## src/rtl/abort_cap_pkg.sv

```systemverilog
// Package: shared codes and types of the abort capture unit.
// Assumes a 5-bit status view {FS[10],FS[3:0]} with FS[10] in bit 4.
package abort_cap_pkg;

    localparam logic [4:0] FS_FETCH_MMU   = 5'b10000;
    localparam logic [4:0] FS_FETCH_EXT   = 5'b10110;
    localparam logic [4:0] FS_ICACHE_PAR  = 5'b11000;
    localparam logic [4:0] FS_LOCK        = 5'b10100;

    // Abort class that wins arbitration in a cycle.
    typedef enum logic [2:0] {
        CLS_NONE      = 3'd0,
        CLS_FETCH     = 3'd1,
        CLS_LOCK      = 3'd2,
        CLS_DMMU      = 3'd3,
        CLS_IMPRECISE = 3'd4
    } abort_cls_e;

    // Bundle of values to be registered on a capture.
    typedef struct packed {
        logic [4:0] code;
        logic       precise;
        logic       recoverable;
        logic       addr_update;
    } capture_attr_t;

endpackage

```

## src/rtl/abort_pf_prio.sv

```systemverilog
// Module: fixed-priority one-hot grant over NSRC request lines.
// Index 0 is the highest priority. Pure combinational logic.
module abort_pf_prio #(
    parameter int NSRC = 3
) (
    input  logic [NSRC-1:0] req_i,
    output logic [NSRC-1:0] grant_o,
    output logic            any_o
);

    logic [NSRC-1:0] blocked;

    assign blocked[0] = 1'b0;

    // Build the chain of "a higher request is active" flags.
    genvar gi;
    generate
        for (gi = 1; gi < NSRC; gi++) begin : g_chain
            assign blocked[gi] = blocked[gi-1] | req_i[gi-1];
        end
    endgenerate

    // Grant only the first active request.
    assign grant_o = req_i & ~blocked;
    assign any_o   = |req_i;

endmodule

```

## src/rtl/abort_class_sel.sv

```systemverilog
// Module: picks the abort class of the cycle and its status code.
// Data-side events rank above instruction-side ones; lock > data MMU > imprecise.
// Assumes fetch grant is one-hot in the order {parity, external, MMU}.
module abort_class_sel
    import abort_cap_pkg::*;
#(
    parameter int NPF = 3
) (
    input  logic [NPF-1:0] pf_grant_i,
    input  logic           pf_any_i,
    input  logic           lock_i,
    input  logic           dmmu_i,
    input  logic           imprecise_i,
    input  logic [3:0]     dmmu_code_i,
    output abort_cls_e     cls_o,
    output logic [4:0]     code_o
);

    logic [4:0] fetch_code;

    // Map the one-hot fetch grant onto its fixed status code.
    always_comb begin
        fetch_code = 5'b00000;
        for (int i = 0; i < NPF; i++) begin
            if (pf_grant_i[i]) begin
                case (i)
                    0:       fetch_code = FS_FETCH_MMU;
                    1:       fetch_code = FS_FETCH_EXT;
                    default: fetch_code = FS_ICACHE_PAR;
                endcase
            end
        end
    end

    // Resolve the winning class and its code.
    always_comb begin
        if (lock_i) begin
            cls_o  = CLS_LOCK;
            code_o = FS_LOCK;
        end else if (dmmu_i) begin
            cls_o  = CLS_DMMU;
            code_o = {1'b0, dmmu_code_i};
        end else if (imprecise_i) begin
            cls_o  = CLS_IMPRECISE;
            code_o = {1'b0, dmmu_code_i};
        end else if (pf_any_i) begin
            cls_o  = CLS_FETCH;
            code_o = fetch_code;
        end else begin
            cls_o  = CLS_NONE;
            code_o = 5'b00000;
        end
    end

endmodule

```

## src/rtl/abort_link_calc.sv

```systemverilog
// Module: computes link value and precision attributes for a class.
// Sums wrap modulo 2^AW. Pure combinational logic.
module abort_link_calc
    import abort_cap_pkg::*;
#(
    parameter int AW          = 32,
    parameter int FETCH_OFS   = 4,
    parameter int PRECISE_OFS = 8,
    parameter int IMPREC_OFS  = 4
) (
    input  abort_cls_e     cls_i,
    input  logic [4:0]     code_i,
    input  logic [AW-1:0]  abort_pc_i,
    input  logic [AW-1:0]  next_pc_i,
    output logic [AW-1:0]  link_o,
    output capture_attr_t  attr_o
);

    localparam logic [AW-1:0] FETCH_INC   = AW'(FETCH_OFS);
    localparam logic [AW-1:0] PRECISE_INC = AW'(PRECISE_OFS);
    localparam logic [AW-1:0] IMPREC_INC  = AW'(IMPREC_OFS);

    // Select base, offset and attributes by abort class.
    always_comb begin
        attr_o.code        = code_i;
        attr_o.precise     = 1'b1;
        attr_o.recoverable = 1'b1;
        attr_o.addr_update = 1'b0;
        link_o             = '0;
        unique case (cls_i)
            CLS_FETCH: link_o = abort_pc_i + FETCH_INC;
            CLS_LOCK:  link_o = abort_pc_i + PRECISE_INC;
            CLS_DMMU: begin
                link_o             = abort_pc_i + PRECISE_INC;
                attr_o.addr_update = 1'b1;
            end
            CLS_IMPRECISE: begin
                link_o             = next_pc_i + IMPREC_INC;
                attr_o.precise     = 1'b0;
                attr_o.recoverable = 1'b0;
            end
            default: begin
                attr_o.precise     = 1'b0;
                attr_o.recoverable = 1'b0;
            end
        endcase
    end

endmodule

```

## src/rtl/abort_fault_regs.sv

```systemverilog
// Module: architectural fault registers with capture strobe.
// Loads on any class other than NONE; address/domain only when flagged.
module abort_fault_regs
    import abort_cap_pkg::*;
#(
    parameter int AW = 32,
    parameter int DW = 4
) (
    input  logic          clk,
    input  logic          rst_n,
    input  abort_cls_e    cls_i,
    input  capture_attr_t attr_i,
    input  logic [AW-1:0] link_i,
    input  logic [AW-1:0] data_addr_i,
    input  logic [DW-1:0] domain_i,
    output logic          cap_valid_o,
    output logic [4:0]    fs_code_o,
    output logic [AW-1:0] far_o,
    output logic [DW-1:0] domain_o,
    output logic          addr_valid_o,
    output logic [AW-1:0] link_o,
    output logic          precise_o,
    output logic          recoverable_o
);

    logic take;
    assign take = (cls_i != CLS_NONE);

    // Strobe and status/link capture.
    always_ff @(posedge clk) begin
        if (!rst_n) begin
            cap_valid_o   <= 1'b0;
            fs_code_o     <= '0;
            link_o        <= '0;
            precise_o     <= 1'b0;
            recoverable_o <= 1'b0;
            addr_valid_o  <= 1'b0;
        end else begin
            cap_valid_o <= take;
            if (take) begin
                fs_code_o     <= attr_i.code;
                link_o        <= link_i;
                precise_o     <= attr_i.precise;
                recoverable_o <= attr_i.recoverable;
                addr_valid_o  <= attr_i.addr_update;
            end
        end
    end

    // Fault address and domain capture, only for address-carrying aborts.
    always_ff @(posedge clk) begin
        if (!rst_n) begin
            far_o    <= '0;
            domain_o <= '0;
        end else if (take && attr_i.addr_update) begin
            far_o    <= data_addr_i;
            domain_o <= domain_i;
        end
    end

endmodule

```

## src/rtl/abort_capture.sv

```systemverilog
// Module: top of the abort fault status capture unit.
// Assumes all abort inputs are single-cycle pulses sampled on posedge clk;
// results appear one cycle later.
module abort_capture
    import abort_cap_pkg::*;
#(
    parameter int AW = 32,
    parameter int DW = 4
) (
    input  logic          clk,
    input  logic          rst_n,
    input  logic          pf_immu_i,
    input  logic          pf_ext_i,
    input  logic          pf_parity_i,
    input  logic          lock_abort_i,
    input  logic          dmmu_abort_i,
    input  logic          imprecise_abort_i,
    input  logic [3:0]    dmmu_code_i,
    input  logic [DW-1:0] domain_i,
    input  logic [AW-1:0] abort_pc_i,
    input  logic [AW-1:0] next_pc_i,
    input  logic [AW-1:0] data_addr_i,
    output logic          cap_valid_o,
    output logic [4:0]    fs_code_o,
    output logic [AW-1:0] far_o,
    output logic [DW-1:0] domain_o,
    output logic          addr_valid_o,
    output logic [AW-1:0] link_o,
    output logic          precise_o,
    output logic          recoverable_o
);

    localparam int NPF = 3;

    logic [NPF-1:0] pf_req;
    logic [NPF-1:0] pf_grant;
    logic           pf_any;
    abort_cls_e     cls;
    logic [4:0]     code;
    logic [AW-1:0]  link_next;
    capture_attr_t  attr;

    assign pf_req = {pf_parity_i, pf_ext_i, pf_immu_i};

    abort_pf_prio #(.NSRC(NPF)) u_prio (
        .req_i   (pf_req),
        .grant_o (pf_grant),
        .any_o   (pf_any)
    );

    abort_class_sel #(.NPF(NPF)) u_sel (
        .pf_grant_i  (pf_grant),
        .pf_any_i    (pf_any),
        .lock_i      (lock_abort_i),
        .dmmu_i      (dmmu_abort_i),
        .imprecise_i (imprecise_abort_i),
        .dmmu_code_i (dmmu_code_i),
        .cls_o       (cls),
        .code_o      (code)
    );

    abort_link_calc #(.AW(AW)) u_link (
        .cls_i      (cls),
        .code_i     (code),
        .abort_pc_i (abort_pc_i),
        .next_pc_i  (next_pc_i),
        .link_o     (link_next),
        .attr_o     (attr)
    );

    abort_fault_regs #(.AW(AW), .DW(DW)) u_regs (
        .clk           (clk),
        .rst_n         (rst_n),
        .cls_i         (cls),
        .attr_i        (attr),
        .link_i        (link_next),
        .data_addr_i   (data_addr_i),
        .domain_i      (domain_i),
        .cap_valid_o   (cap_valid_o),
        .fs_code_o     (fs_code_o),
        .far_o         (far_o),
        .domain_o      (domain_o),
        .addr_valid_o  (addr_valid_o),
        .link_o        (link_o),
        .precise_o     (precise_o),
        .recoverable_o (recoverable_o)
    );

endmodule

```

## config.mk

```make
export PLATFORM = sky130hd
export DESIGN_NAME = abort_capture
export DESIGN_NICKNAME = d
export VERILOG_FILES = /design/src/rtl/abort_cap_pkg.sv /design/src/rtl/abort_pf_prio.sv /design/src/rtl/abort_class_sel.sv /design/src/rtl/abort_link_calc.sv /design/src/rtl/abort_fault_regs.sv /design/src/rtl/abort_capture.sv
export SDC_FILE = /design/constraint.sdc
export NUM_CORES = 1
export LEC_CHECK = 0
export BUFFER_PORTS_ARGS = -buffer_cell sky130_fd_sc_hd__buf_2
export CORE_UTILIZATION = 30
export DETAILED_ROUTE_END_ITERATION = 16
export GPL_ROUTABILITY_DRIVEN = 0
export SYNTH_ARGS = -nofsm -noshare
export SYNTH_HDL_FRONTEND = slang
export SYNTH_HIERARCHICAL = 1
export SYNTH_SLANG_ARGS = --single-unit
export TNS_END_PERCENT = 1
```

## constraint.sdc

```tcl
create_clock -name clk -period 8.6 [get_ports clk]
set_input_delay 1.72 -clock clk [delete_from_list [all_inputs] [get_ports clk]]
set_output_delay 1.72 -clock clk [all_outputs]
set_load 0.02 [all_outputs]
```

==> results.cfg, run 1 <==
[logic_synthesis]
ys_ff_latch = 77
synth_cell_types = 65
synth.cell_area_um2 = 5940
syn_inst = 767
synth-compound-area-share = 0.199
async_flop_share = 0
synthTopCellsByArea = dfxtp_1, mux2i_1, nand2_1
synth_fa_ha_area_frac = 0.00421
ys_seq_area_frac = 0.260
syn_area_per_cell_um2 = 7.74
synth_flop_cell = dfxtp_1
netlist.area_leader.share = 0.260
yosysTopAreaCell = dfxtp_1
synth_top_family_by_area = simple AND/OR/NAND/NOR gates
ys_top_cells_by_count = nand2_1, dfxtp_1, mux2i_1, a21oi_1, clkbuf_1
yosys_warnings = 6
synth_xor_area_frac = 0.0487
yosysMostFrequentCell = nand2_1
synthesis.nets = 881
yosys.area_share.simple = 0.309
synthMuxAreaShare = 0.107
synth-edff-count = 0

[critical_path]
path_delay_family = simple AND/OR/NAND/NOR gates
r2r-end = u_regs/link_o[31]
cp_data_required_time_ps = 8860
regToRegStartpoint = u_regs/link_o[31]
crit_fanout = 90
path_buf_inv = 4
path_cells = buf_2 > inv_1 > nand2_2 > buf_4 > nor3b_2 > buf_4 > nor4_1 > o21ai_1 > or4b_1 > nand3_1 > o31ai_1 > a21oi_1
startpoint_type = input pin
ff2ff_path_depth = 2
arrival_ps = 5290
r2r_slack_ps = 7470
worstSetupPathType = input pin to flip-flop
cp_slowest_cell = nor4_1
critPathMaxStageDelay_ps = 790
worst-path-stages = 12
crit_path_frequent_cell = buf_4
crit_path_end_kind = flip-flop

[grt]
grtUsageTotal = 0.194
grt_pass1_vias = 5671
antenna_found_initial = 0
grt_max_degree = 91
grt_pass1_wl_mm = 31.0
grt_overflow_total = 0

[timing]
clock_skew_ps = 0
fin_crit_sh = 0.584
fmax_mhz = 199
setup_violations = 0
relSlewSlack = 0.463
finalCriticalPeriod_ps = 5030
finalSetupTns_ps = 0
hold_viol_final = 0
rsz0062_at_grt = false
finalMaxSlewViolations = 0
tightest_slew_ps = 798
fin_hold_ws_ps = 455

[clocking]
path_clk_slew_ps = 60
cts_tree = done
cts_post_setup_buffers_inserted = 0
cts_root_buf = clkbuf_16
h-tree-depth = 3
cts_buffers = 9
numClockSinks = 77
insertion_delay_ps = 330
cts-hold-fix-buffers = 0
post_cts_resized = 0
clock_path_buffers = 2

[floorplan]
die-width_um = 143
start_util = 0.306
core.rowCount = 51
core_area_um2 = 19400
num_io_pins = 189
fp.dieH_um = 143
dieArea_um2 = 20400

[flow_run]
maxCapViolCount = 0

[power]
p_clk_frac = 0.365
pwr-share-seq = 0.388
intPower_mw = 0.697
p_comb_frac = 0.247
leakage_nw = 2.78
swShare = 0.313
switchingPower_mw = 0.317
total_power_mw = 1.01
ir_drop_uv = 85.8
p_per_area_nw_per_um2 = 140

[drt]
ant_nets = 0
num_vias = 6338
vias_per_cell = 5.42
first_pass_iters = 7
drc = 0
totalWireLength_mm = 20.3
routedWlPerCell_um = 17.3
drt_iter0_drc = 423

[layout]
fin_nets = 1014
fin_cells = 1170
area_growth_pct = 21.7
layout-drive-gt1-share = 0.255
antenna_cells = 0

[hold_path]
hold_path_depth = 2
min_delay_worst_endpoint = u_regs/far_o[3]
worstHoldStart = u_regs/far_o[3]
hp-class = flip-flop to flip-flop

[run_status]
status = completed

[placed_design]
hpwl_mm = 14.8
place.port_buffers = 188
dp.cells = 1154
==> worst max path at each step <==
| stage | end | slack [ps] | startpoint |
|---|---|---|---|
| 2_1_floorplan | u_regs/link_o[28] | 3650 | pf_ext_i |
| 3_5_place_dp | u_regs/link_o[28] | 3280 | lock_abort_i |
| 6_report | u_regs/link_o[28] | 3570 | lock_abort_i |
| 4_1_cts | u_regs/link_o[28] | 3620 | lock_abort_i |
| 3_3_place_gp | u_regs/link_o[28] | 3350 | lock_abort_i |
| 5_1_grt | u_regs/link_o[30] | 3170 | lock_abort_i |
==> final cells by class <==
cell class / instances / area (um^2)
clock inverter: 6 / 63.8
fill: 2110 / 12200
inverter: 12 / 45.0
timing repair buffer: 200 / 1030
sequential: 77 / 1540
tap: 265 / 332
clock buffer: 10 / 229
multi-input combinational: 600 / 3980
==> placed cells by master, fill, tap and decap left out, drive strengths merged, types with 26 or more instances in the layout <==
cell   netlist  final
nor3        26     26
o31ai       39     39
nand3       31     31
buf         34    200
nor2        30     30
nand2      114    114
dfxtp       77     77
or4b        42     42
a21oi       48     48
mux2i       61     61
==> power by group through the flow <==
stage | combinational (mW) | sequential, mW | clock [mW]
after global routing | 0.271 | 0.396 | 0.400
final | 0.250 | 0.394 | 0.370
after global placement | 0.248 | 0.401 | 0
after CTS | 0.249 | 0.394 | 0.382
after detailed placement | 0.248 | 0.401 | 0
after floorplan | 0.130 | 0.427 | 0
==> flip-flops by register name, summed over array words and instances, names as in the netlist <==
signal and count:
u_regs/fs_code_o 5, u_regs/link_o 32, u_regs/addr_valid_o 1, u_regs/cap_valid_o 1, u_regs/recoverable_o 1, u_regs/precise_o 1, u_regs/domain_o 4, u_regs/far_o 32
==> worst reg2reg max path: cells and delay by family (launching register included) <==
| family | cells | cell delay [ps] |
|---|---|---|
| AND/OR/NAND/NOR | 1 | 590 |
| flip-flops | 1 | 340 |
| AO/OA/AOI/OAI | 1 | 140 |
==> logic make-up after synthesis <==
family / after synthesis
xor gates and xnor gates: 33
muxes: 63
adders and majority gates: 2
and+or+nand+nor: 327
buffers and inverters: 90
AOI/OAI and AO/OA: 175
DFF: 77
==> per-stage QoR <==
stage               worst slack (ps)   util  instance area, um^2
floorplan                       3650      -                 5940
finish                          3570  0.372                 7220
global route                    3170  0.372                 7220
detailed placement              3280  0.357                 6930
CTS                             3620  0.372                 7220
global placement                3350  0.357                 6930
==> layer usage <==
| metal | track usage | up-vias | part of all wire | routed length [um] |
|---|---|---|---|---|
| li1 | - | 3149 | - | - |
| met1 | 0.265 | 2845 | 0.45 | 9170 |
| met2 | 0.301 | 321 | 0.44 | 8990 |
| met3 | 0.0513 | 23 | 0.089 | 1820 |
| met4 | 0.0464 | 0 | 0.016 | 317 |
| met5 | 0 | - | 0 | 0 |
(Power assumes the default switching activity.)
==> run 2: changes to the inputs <==
==> constraint.sdc (replaced) <==
create_clock -name clk -period 4.63 [get_ports clk]
set_input_delay 0.926 -clock clk [delete_from_list [all_inputs] [get_ports clk]]
set_output_delay 0.926 -clock clk [all_outputs]
set_load 0.02 [all_outputs]
==> run 2 against run 1 <==
  * Sequential cell count did not move
  * Setup slack worse by 2700 ps
  * Largest cell class unchanged
  * Clock-buffer cell count is 1 lower
  * Design area rose by 0.76%
==> results.cfg, run 2 (synthesized netlist as in run 1, its figures left out) <==
[clocking]
cts_post_setup_buffers_inserted = 0
cts_root_buf = clkbuf_16
cts-hold-fix-buffers = 0
insertion_delay_ps = 330
cts_buffers = 9
clock_path_buffers = 2
path_clk_slew_ps = 70
h-tree-depth = 3
post_cts_resized = 0
numClockSinks = 77
cts_tree = done

[layout]
fin_cells = 1174
fin_util = 0.375
largest_registers = u_regs/far_o (32), u_regs/link_o (32), u_regs/fs_code_o (5)
area_growth_pct = 22.6
fin_nets = 1018
final_area_um2 = 7280
layout-drive-gt1-share = 0.260
antenna_cells = 0
final_cell_mix = buf_2, nand2_1, dfxtp_1
final_common_cell = buf_2

[critical_path]
critPathMaxStageDelay_ps = 440
worstSetupPathType = input pin to flip-flop
path_delay_family = simple AND/OR/NAND/NOR gates
arrival_ps = 4060
crit_fanout = 32
path_buf_inv = 2
path_cells = buf_2 > or3_1 > nand2b_1 > a21oi_4 > or3b_1 > buf_12 > nor4_1 > a32oi_1 > o31a_1 > o32ai_1 > o31ai_1 > a21oi_1
cp_data_required_time_ps = 4880
r2r-end = u_regs/link_o[31]
worst-path-stages = 12
r2r_slack_ps = 3500
regToRegStartpoint = u_regs/link_o[31]
startpoint_type = input pin
ff2ff_path_depth = 2
crit_path_end_kind = flip-flop
cp_slowest_cell = or3b_1

[drt]
drt-met1-wl_mm = 9.19
route.met2.wl_mm = 9.11
ant_nets = 0
vias_per_cell = 5.47
met3_length_mm = 1.88
drc = 0
num_vias = 6425
drt_iter0_drc = 591
routed.top_layer = met4
first_pass_iters = 5
routedWlPerCell_um = 17.4
totalWireLength_mm = 20.5

[grt]
antenna_found_initial = 0
grt_max_degree = 87
grt_pass1_wl_mm = 31.4
grt_overflow_total = 0
grtUsageTotal = 0.195
grt_pass1_vias = 5827

[placed_design]
pre_cts_slack_ps = 527
place.port_buffers = 188
placed_area_um2 = 7000
dp.cells = 1158
hpwl_mm = 14.9

[timing]
tightest_slew_ps = 818
relSlewSlack = 0.455
rsz0062_at_grt = false
clock_skew_ps = 0
hold_viol_final = 0
fmax_mhz = 263
finalSetupTns_ps = 0
fin_hold_ws_ps = 456
fin_crit_sh = 0.822
setup_violations = 0
timing.final.ws_setup_ps = 826
finalCriticalPeriod_ps = 3800
finalMaxSlewViolations = 0

[flow_run]
maxCapViolCount = 0

[floorplan]
dieArea_um2 = 20400
core.rowCount = 51
start_util = 0.306
num_io_pins = 189
fp.dieH_um = 143
core_area_um2 = 19400
die-width_um = 143

[power]
leakage_nw = 2.81
total_power_mw = 1.87
p_per_area_nw_per_um2 = 256
ir_drop_uv = 155

[hold_path]
hold_path_depth = 2
min_delay_worst_endpoint = u_regs/far_o[20]
hp-class = flip-flop to flip-flop
worstHoldStart = u_regs/far_o[20]

[run_status]
status = completed
==> run 2: cell count changes in the layout (fill, tap and decap cells not counted) <==
cell | previous run | this run
buf_12 | 0 | 3
bufinv_16 | 1 | 0
inv_6 | 0 | 3
buf_4 | 12 | 13
clkbuf_1 | 1 | 0
clkinv_2 | 2 | 1
==> run 2: worst reg2reg max path: stages, from the launching register on <==
cell and delay, ps:
dfxtp_1 340, or4b_2 590, a21oi_1 130
==> run 2: worst max path at each step <==
stage / from / to
2_1_floorplan: pf_ext_i / u_regs/link_o[28]
6_report: pf_ext_i / u_regs/link_o[17]
4_1_cts: pf_ext_i / u_regs/link_o[17]
3_5_place_dp: pf_ext_i / u_regs/link_o[17]
3_3_place_gp: pf_ext_i / u_regs/link_o[17]
5_1_grt: pf_ext_i / u_regs/link_o[17]
==> run 2: area by class of cell <==
type	count	area [um^2]
well taps	265	332
multi-input cells	600	3980
repair buffers	204	1100
inverters	12	45.0
clock buffers	9	225
flip-flops and latches	77	1540
clock inverters	7	55.1
fillers	2068	12100
==> run 2: metal layers <==
| layer | vias up | track usage |
|---|---|---|
| li1 | 3168 | - |
| met4 | 0 | 0.0509 |
| met2 | 312 | 0.306 |
| met5 | - | 0 |
| met3 | 29 | 0.0396 |
| met1 | 2916 | 0.270 |
==> run 2: power breakdown <==
part	internal [mW]	leakage (nW)	switching [mW]	total [mW]
Sequential	0.707	0.633	0.0229	0.729
Clock	0.369	0.133	0.297	0.666
Combinational	0.174	2.04	0.295	0.469
Total	1.25	2.81	0.615	1.87
==> run 3: changes to the inputs <==
==> constraint.sdc (replaced) <==
create_clock -name clk -period 3.7 [get_ports clk]
set_input_delay 0.74 -clock clk [delete_from_list [all_inputs] [get_ports clk]]
set_output_delay 0.74 -clock clk [all_outputs]
set_load 0.02 [all_outputs]
==> run 3 against run 2 <==
  * Design area rose by 4.3%
  * Sequential power rose by 25%
  * Register-to-register slack worse by 940 ps
  * Non-clock buffer count increased by 41
  * Critical endpoint is now u_regs/link_o[24]
  * Largest power group unchanged
  * Highest routed layer unchanged
==> results.cfg, run 3 (synthesized netlist as in run 1, its figures left out) <==
[drt]
ant_nets = 0
drc = 0
first_pass_iters = 5
vias_per_cell = 5.39
num_vias = 6553
routedWlPerCell_um = 17.2
drt_iter0_drc = 533
totalWireLength_mm = 20.9

[critical_path]
arrival_ps = 3680
worstSetupPathType = input pin to flip-flop
crit_path_end_kind = flip-flop
startpoint_type = input pin
cp_data_required_time_ps = 3970
crit_fanout = 9

[layout]
fin_util = 0.391
final_common_cell = buf_2
antenna_cells = 0
final_area_um2 = 7590
area_growth_pct = 27.9
multiInputGateArea_um2 = 3990
layout-drive-gt1-share = 0.292
largest_registers = u_regs/far_o (32), u_regs/link_o (32), u_regs/fs_code_o (5)
final_cell_mix = buf_2, nand2_1, dfxtp_1
fill_cells = 2005
regArea_um2 = 1540
fin_nets = 1059

[floorplan]
core.rowCount = 51
fp.dieH_um = 143
dieArea_um2 = 20400
core_area_um2 = 19400
start_util = 0.306
die-width_um = 143
num_io_pins = 189

[power]
p_per_area_nw_per_um2 = 313
ir_drop_uv = 194
total_power_mw = 2.38
leakage_nw = 3.00

[run_status]
status = completed

[grt]
grt_max_degree = 88
grt_pass1_vias = 5926
grtUsageTotal = 0.203
grt_pass1_wl_mm = 32.3
antenna_found_initial = 0
grt_overflow_total = 0

[timing]
rsz0062_at_grt = false
finalMaxSlewViolations = 0
hold_viol_final = 0
finalCriticalPeriod_ps = 3420
relSlewSlack = 0.477
tightest_slew_ps = 777
clock_skew_ps = 0
fin_crit_sh = 0.923
fin_hold_ws_ps = 456
fmax_mhz = 293
setup_violations = 0

[placed_design]
hpwl_mm = 15.7
place.port_buffers = 188
placed_area_um2 = 7310

[clocking]
insertion_delay_ps = 340
cts_buffers = 9
post_cts_resized = 0
clock_path_buffers = 2
cts_tree = done
cts-hold-fix-buffers = 0
cts_post_setup_buffers_inserted = 0
numClockSinks = 77
cts_root_buf = clkbuf_16
h-tree-depth = 3
path_clk_slew_ps = 70

[hold_path]
hp-class = flip-flop to flip-flop

[flow_run]
maxCapViolCount = 0
[run 3: final timing paths]
| path | startpoint | to | slack (ps) | cells past startpoint |
|---|---|---|---|---|
| setup / recovery | pf_immu_i | u_regs/link_o[24] | 280 | 14 |
| hold / removal | u_regs/far_o[11] | u_regs/far_o[11] | 460 | 2 |
| setup reg to reg | u_regs/link_o[31] | u_regs/link_o[31] | 2560 | 2 |
| hold reg to reg | u_regs/far_o[11] | u_regs/far_o[11] | 460 | 2 |
[run 3: routing by layer]
layer  track usage  up-vias  part of all wire
met5             0        -                 0
met4        0.0645        0             0.017
met3        0.0439       24             0.092
met2         0.312      319              0.44
met1         0.280     2976              0.45
li1              -     3234                 -
[run 3: critical path, stage by stage]
cell and delay (ps):
buf_2 110, or3_1 170, nand2b_1 110, a21oi_4 200
buf_4 150, nor3b_4 50, buf_4 170, nor4_1 690
o21ai_1 350, buf_4 230, or3_1 360, nand3b_1 90
o31ai_1 70, a21oi_1 170
[run 3: final cells by class]
cell class	instances	share of cell area
Clock buffer	9	0.0297
Clock inverter	7	0.00725
Inverter	12	0.00593
Multi-Input combinational cell	600	0.525
Sequential cell	77	0.203
Tap cell	265	0.0437
Timing Repair Buffer	245	0.185
[run 3: metrics by stage]
stage / std cells / setup slack [ps] / setup TNS (ps)
final: 1215 / 285 / 0
after detailed placement: 1199 / -39.6 / -125
after global routing: 1215 / 99.1 / 0
after floorplan: 767 / 33.8 / 0
after CTS: 1215 / 297 / 0
after global placement: 1199 / -37.4 / -37.4
[run 3: report_power, final]
group / switching, mW / internal [mW] / total [mW]
Clock: 0.391 / 0.463 / 0.854
Combinational: 0.374 / 0.236 / 0.610
Sequential: 0.0282 / 0.884 / 0.912
